`src/rtl/tbc_pkg.sv`:
```
package tbc_pkg;
  localparam int CAL_W       = 5;
  localparam int MIN_W       = 6;
  localparam int WIN_MINUTES = 1 << MIN_W;

  typedef struct packed {
    logic             pos;
    logic [CAL_W-1:0] mag;
  } cal_t;
endpackage

```
`src/rtl/tbc_cycle_count.sv`:
```
module tbc_cycle_count #(
  parameter int CNT_W = 16
) (
  input  logic             clk,
  input  logic             rst_n,
  input  logic             run,
  input  logic [CNT_W-1:0] limit,
  output logic             term,
  output logic [CNT_W-1:0] count
);
  logic [CNT_W-1:0] cnt_q, cnt_d;
  logic             cnt_en;

  assign term   = (cnt_q == limit);
  assign cnt_en = run;

  always_comb begin
    cnt_d = cnt_q;
    if (cnt_en) begin
      if (term) cnt_d = '0;
      else      cnt_d = cnt_q + 1'b1;
    end
  end

  always_ff @(posedge clk or negedge rst_n) begin
    if (!rst_n)      cnt_q <= '0;
    else if (cnt_en) cnt_q <= cnt_d;
  end

  assign count = cnt_q;
endmodule

```
`src/rtl/tbc_time_index.sv`:
```
module tbc_time_index #(
  parameter int SEC_PER_MIN = 60
) (
  input  logic                    clk,
  input  logic                    rst_n,
  input  logic                    adv,
  output logic                    first_sec,
  output logic                    last_sec,
  output logic                    last_min,
  output logic [tbc_pkg::MIN_W-1:0] min_idx
);
  localparam int SEC_W = (SEC_PER_MIN > 1) ? $clog2(SEC_PER_MIN) : 1;
  localparam logic [SEC_W-1:0] SEC_LAST = SEC_W'(SEC_PER_MIN - 1);
  localparam logic [tbc_pkg::MIN_W-1:0] MIN_LAST = tbc_pkg::MIN_W'(tbc_pkg::WIN_MINUTES - 1);

  logic [SEC_W-1:0]          sec_q, sec_d;
  logic [tbc_pkg::MIN_W-1:0] min_q, min_d;
  logic                      sec_en, min_en;

  assign first_sec = (sec_q == '0);
  assign last_sec  = (sec_q == SEC_LAST);
  assign last_min  = (min_q == MIN_LAST);
  assign sec_en    = adv;
  assign min_en    = adv & last_sec;

  always_comb begin
    sec_d = sec_q;
    if (sec_en) sec_d = last_sec ? '0 : sec_q + 1'b1;
  end

  always_comb begin
    min_d = min_q;
    if (min_en) min_d = last_min ? '0 : min_q + 1'b1;
  end

  always_ff @(posedge clk or negedge rst_n) begin
    if (!rst_n)      sec_q <= '0;
    else if (sec_en) sec_q <= sec_d;
  end

  always_ff @(posedge clk or negedge rst_n) begin
    if (!rst_n)      min_q <= '0;
    else if (min_en) min_q <= min_d;
  end

  assign min_idx = min_q;
endmodule

```
`src/rtl/tbc_cal_sched.sv`:
```
module tbc_cal_sched #(
  parameter int CYC_PER_SEC = 32768,
  parameter int SHORTEN     = 128,
  parameter int LENGTHEN    = 256,
  parameter int CNT_W       = 16
) (
  input  logic                      clk,
  input  logic                      rst_n,
  input  logic                      run,
  input  logic                      win_end,
  input  tbc_pkg::cal_t             cal_i,
  input  logic                      first_sec,
  input  logic [tbc_pkg::MIN_W-1:0] min_idx,
  output logic [CNT_W-1:0]          limit,
  output logic                      load_o,
  output tbc_pkg::cal_t             cal_q_o
);
  localparam logic [CNT_W-1:0] LIM_NOM   = CNT_W'(CYC_PER_SEC - 1);
  localparam logic [CNT_W-1:0] LIM_SHORT = CNT_W'(CYC_PER_SEC - 1 - SHORTEN);
  localparam logic [CNT_W-1:0] LIM_LONG  = CNT_W'(CYC_PER_SEC - 1 + LENGTHEN);

  tbc_pkg::cal_t cal_q;
  logic          pend_q, pend_d;
  logic          load;
  logic          adj_sec;
  logic [tbc_pkg::MIN_W:0] span;

  // pending flag makes the first active cycle after reset a sampling point
  assign load = run & (pend_q | win_end);

  always_comb begin
    pend_d = pend_q;
    if (run) pend_d = 1'b0;
  end

  always_ff @(posedge clk or negedge rst_n) begin
    if (!rst_n)   pend_q <= 1'b1;
    else if (run) pend_q <= pend_d;
  end

  always_ff @(posedge clk or negedge rst_n) begin
    if (!rst_n)    cal_q <= '0;
    else if (load) cal_q <= cal_i;
  end

  // adjusted minutes: 0 .. 2*mag-1 (mag of 31 reaches minute 61)
  assign span    = {1'b0, cal_q.mag, 1'b0};
  assign adj_sec = first_sec & ({1'b0, min_idx} < span);

  always_comb begin
    limit = LIM_NOM;
    if (adj_sec) limit = cal_q.pos ? LIM_SHORT : LIM_LONG;
  end

  assign load_o  = load;
  assign cal_q_o = cal_q;
endmodule

```
`src/rtl/trim_timebase.sv`:
```
module trim_timebase #(
  parameter int CYC_PER_SEC = 32768,
  parameter int SEC_PER_MIN = 60,
  parameter int SHORTEN     = 128,
  parameter int LENGTHEN    = 256
) (
  input  logic       clk,
  input  logic       rst_n,
  input  logic       stop_i,
  input  logic [4:0] cal_mag_i,
  input  logic       cal_pos_i,
  output logic       sec_tick_o,
  output logic       min_tick_o,
  output logic       win_tick_o
);
  localparam int CNT_W = $clog2(CYC_PER_SEC + LENGTHEN);

  logic                      run;
  logic                      term;
  logic [CNT_W-1:0]          limit;
  logic [CNT_W-1:0]          cyc_count;
  logic                      first_sec, last_sec, last_min;
  logic [tbc_pkg::MIN_W-1:0] min_idx;
  logic                      cal_load;
  tbc_pkg::cal_t             cal_in, cal_q;
  logic                      sec_end, min_end, win_end;

  assign run     = ~stop_i;
  assign cal_in  = '{pos: cal_pos_i, mag: cal_mag_i};
  assign sec_end = run & term;
  assign min_end = sec_end & last_sec;
  assign win_end = min_end & last_min;

  tbc_cycle_count #(.CNT_W(CNT_W)) u_cycles (
    .clk   (clk),
    .rst_n (rst_n),
    .run   (run),
    .limit (limit),
    .term  (term),
    .count (cyc_count)
  );

  tbc_time_index #(.SEC_PER_MIN(SEC_PER_MIN)) u_index (
    .clk       (clk),
    .rst_n     (rst_n),
    .adv       (sec_end),
    .first_sec (first_sec),
    .last_sec  (last_sec),
    .last_min  (last_min),
    .min_idx   (min_idx)
  );

  tbc_cal_sched #(
    .CYC_PER_SEC (CYC_PER_SEC),
    .SHORTEN     (SHORTEN),
    .LENGTHEN    (LENGTHEN),
    .CNT_W       (CNT_W)
  ) u_sched (
    .clk       (clk),
    .rst_n     (rst_n),
    .run       (run),
    .win_end   (win_end),
    .cal_i     (cal_in),
    .first_sec (first_sec),
    .min_idx   (min_idx),
    .limit     (limit),
    .load_o    (cal_load),
    .cal_q_o   (cal_q)
  );

  assign sec_tick_o = sec_end;
  assign min_tick_o = min_end;
  assign win_tick_o = win_end;
endmodule

```
`config.mk`:
```
export PLATFORM = sky130hd
export DESIGN_NAME = trim_timebase
export DESIGN_NICKNAME = d
export VERILOG_FILES = /design/src/rtl/tbc_pkg.sv /design/src/rtl/tbc_cycle_count.sv /design/src/rtl/tbc_time_index.sv /design/src/rtl/tbc_cal_sched.sv /design/src/rtl/trim_timebase.sv
export SDC_FILE = /design/constraint.sdc
export NUM_CORES = 1
export LEC_CHECK = 0
export ABC_AREA = 0
export BUFFER_PORTS_ARGS = -buffer_cell sky130_fd_sc_hd__buf_4
export CORE_UTILIZATION = 55
export DETAILED_ROUTE_END_ITERATION = 8
export PLACE_DENSITY = 0.84
export SYNTH_ARGS = -nofsm -noshare
export SYNTH_HDL_FRONTEND = slang
export SYNTH_SLANG_ARGS = --single-unit
```
`constraint.sdc`:
```
create_clock -name clk -period 3 [get_ports clk]
set_clock_uncertainty 0.05 [all_clocks]
set_input_delay 0.3 -clock clk [delete_from_list [all_inputs] [get_ports clk]]
set_output_delay 0.3 -clock clk [all_outputs]
set_load 0.005 [all_outputs]
```
==> flow_summary.toml <==
[outcome]
status = "finished, final reports clean"

[final_layout]
syn_to_final_growth_pct = 13.3
nNetsFinal = 253
n_antenna_cell = 0
layout.cells.non_filler = 283
drive_above_1_share_pct = 16.0
utilization_pct = 68.0

[critical_path]
worstPathArrival_ns = 2.51
start_kind = "register"
cp-endpoint = "win_tick_o"
r2r_slack_ns = 0.44
worst_ep_required_time_ns = 2.65
critPathKind = "reg -> out"
r2r-end = "u_index.min_idx[0]"
path_max_fanout = 5
crit_path_start = "u_index.min_idx[3]"
timing.rr.start = "u_index.min_idx[3]"
cp-end-kind = "output pin"
worstRegToRegCells = 8

[sta]
max_freq_mhz = 350
worst_pin_slew_ns = 0.447
timing.final.crit_share_pct = 95.3
maxSlewViolCount = 0
relSlewSlack_pct = 70.1
period_needed_ns = 2.86
hold_violations = 0
setup_viol = 0
tns_ns = 0
rsz0062_at_grt = "no"

[min_path]
min_path_type = "in -> reg"
worstHoldStart = "cal_mag_i[1]"

[floorplan]
die_y_um = 63.5
num_rows = 21
coreArea_um2 = 3470
die_area_um2 = 4040
ioPinCount = 12
die_w_um = 63.5
initial_core_util_pct = 60.0

[global_routing]
grtUsageTotal_pct = 23.6
grt_pass1_vias = 1598
antenna_found_initial = 0
grt_start_max_net_pins = 36
grt_pass1_wl_um = 7370
grt-ovfl-total = 0

[place]
dp_cells = 274
numPortBuffers = 11
place_congestion = 0.868
dp_hpwl_um = 2890

[synthesis]
yosysSeqAreaShare_pct = 42.1
synth.distinct_cells = 47
ys_warn_count = 0
synth_edf_count = 0
synth_ff_type = "dfrtp_1"
ys_ff_latch = 35
synthCells = 221
syn_area_per_cell_um2 = 9.42
syn_nets = 238
synth_area_um2 = 2080
synth-async-reset-ratio_pct = 100

[power]
powerDensity_nw_per_um2 = 465
peakVddDrop_mv = 0.290
p_leak_nw = 1.03

[cts]
cts_buffers = 5
clk_pin_slew_worst_paths_ns = 0.07
ctsLongestPathBuffers = 2
cts.sinks = 35
cts_tree = "done"
cts-root-buf = "clkbuf_8"
worstSkewPairLatency_ns = 0.29
htree_levels = 2

[route]
vias = 1705
wl_per_cell_um = 15.2
drt_drc_violations_left = 0
viasPerCell = 6.02
routed_wl_um = 4290
drtIter0Drc = 116
dr.pass1.iters = 4
detail-route-antenna-nets = 0

[run]
drv_cap = 0
==> power breakdown <==
group | internal [mW] | switching [mW]
Clock | 0.269 | 0.174
Sequential | 0.512 | 0.0446
Combinational | 0.0483 | 0.0488
Total | 0.829 | 0.268
==> worst min path at each step <==
stage / to / slack [ns] / cells after the start
2_1_floorplan: u_cycles.count[0] / -0.05 / 0
3_3_place_gp: u_index.sec_q[1] / 0.23 / 1
3_5_place_dp: u_index.sec_q[1] / 0.23 / 1
4_1_cts: u_sched.cal_q_o[1] / 0.19 / 3
5_1_grt: u_sched.cal_q_o[2] / 0.20 / 3
6_report: u_sched.cal_q_o[1] / 0.19 / 3
==> flip-flops by register name, indices dropped and copies added, names as in the netlist <==
signal and flops:
u_index.sec_q 6, u_cycles.count 16, u_sched.cal_q_o 6, u_index.min_idx 6
u_sched.pend_q 1
==> synthesized netlist by cell type (2+ instances only) <==
cell | number | area [um^2]
a21o_1 | 3 | 22.5
a21oi_1 | 10 | 50.1
a31oi_1 | 5 | 31.3
and2_1 | 5 | 31.3
and2b_2 | 2 | 17.5
and3_1 | 5 | 31.3
and4_1 | 2 | 17.5
buf_2 | 2 | 10.0
clkbuf_1 | 5 | 18.8
dfrtp_1 | 34 | 851
ha_1 | 8 | 100
inv_1 | 7 | 26.3
mux2_2 | 2 | 22.5
mux2i_1 | 4 | 40.0
nand2_1 | 17 | 63.8
nand2b_1 | 3 | 18.8
nand3_1 | 15 | 75.1
nand4_1 | 6 | 37.5
nand4b_1 | 4 | 35.0
nor2_1 | 25 | 93.8
nor2b_1 | 3 | 18.8
nor3_1 | 3 | 15.0
nor4_1 | 2 | 12.5
o211ai_1 | 6 | 45.0
o21a_1 | 3 | 22.5
o21ai_0 | 7 | 35.0
o2bb2ai_1 | 2 | 17.5
xnor2_1 | 10 | 87.6
xor2_1 | 3 | 26.3
==> critical path, stage by stage (launching register included) <==
cell and delay [ns]:
dfrtp_1 0.44, ha_1 0.35, a21oi_2 0.14, o21ai_2 0.09, a21o_1 0.20, a21o_1 0.24
mux2i_1 0.15, o32ai_2 0.29, and3_1 0.20, buf_4 0.11
==> cells by family (layout without fill, tap and decap cells) <==
family,after synthesis,after routing,share of synthesized area [%]
XOR/XNOR,13,13,5.47
multiplexers,7,7,3.73
AND/OR/NAND/NOR,98,98,24.6
buffers and inverters,15,31,3.19
adder cells (fa/ha/maj),8,8,4.81
AO/OA/AOI/OAI,45,45,16.1
flip-flops,35,35,42.1
==> stage by stage <==
stage	instance area [um^2]	hold slack (ns)	power [mW]	setup WS, ns
2_1_floorplan	2080	-0.0456	0.620	0.521
3_3_place_gp	2210	0.226	0.655	0.506
3_5_place_dp	2210	0.232	0.659	0.419
4_1_cts	2340	0.193	1.10	0.105
5_1_grt	2360	0.198	1.14	0.00159
6_report	2360	0.194	1.10	0.141
==> routing by layer <==
metal / wire (um) / vias up / track usage (%)
li1: - / 829 / -
met5: 0 / - / 0
met3: 179 / 6 / 5.43
met2: 2030 / 44 / 36.2
met1: 2010 / 826 / 31.8
met4: 72 / 0 / 10.2
==> placed cells by master, fill, tap and decap left out, types with 4 or more instances in the layout <==
master / count
nand2_1: 17
xnor2_1: 10
o211ai_1: 6
nand3_1: 15
and3_1: 5
clkbuf_8: 6
inv_1: 7
ha_1: 8
nor2_1: 25
and2_1: 6
a31oi_1: 5
nand4_1: 6
o21ai_0: 7
buf_4: 15
dfrtp_1: 34
nand4b_1: 4
a21oi_1: 9
==> final cells by class <==
class	count	area [um^2]
multi-input cells	171	1160
inverters	7	26.3
clock inverters	2	35.0
fillers	278	1110
flip-flops and latches	35	877
clock buffers	6	82.6
repair buffers	16	123
well taps	46	57.6
==> repair_timing <==
action | in CTS | in global routing
gates resized for setup | 0 | 5
hold endpoints to repair | 34 | 0
hold buffers | 1 | 0
endpoints found under the setup margin | 0 | 3
setup buffers | 0 | 0
Note: power is estimated with default switching activity, not from simulation.
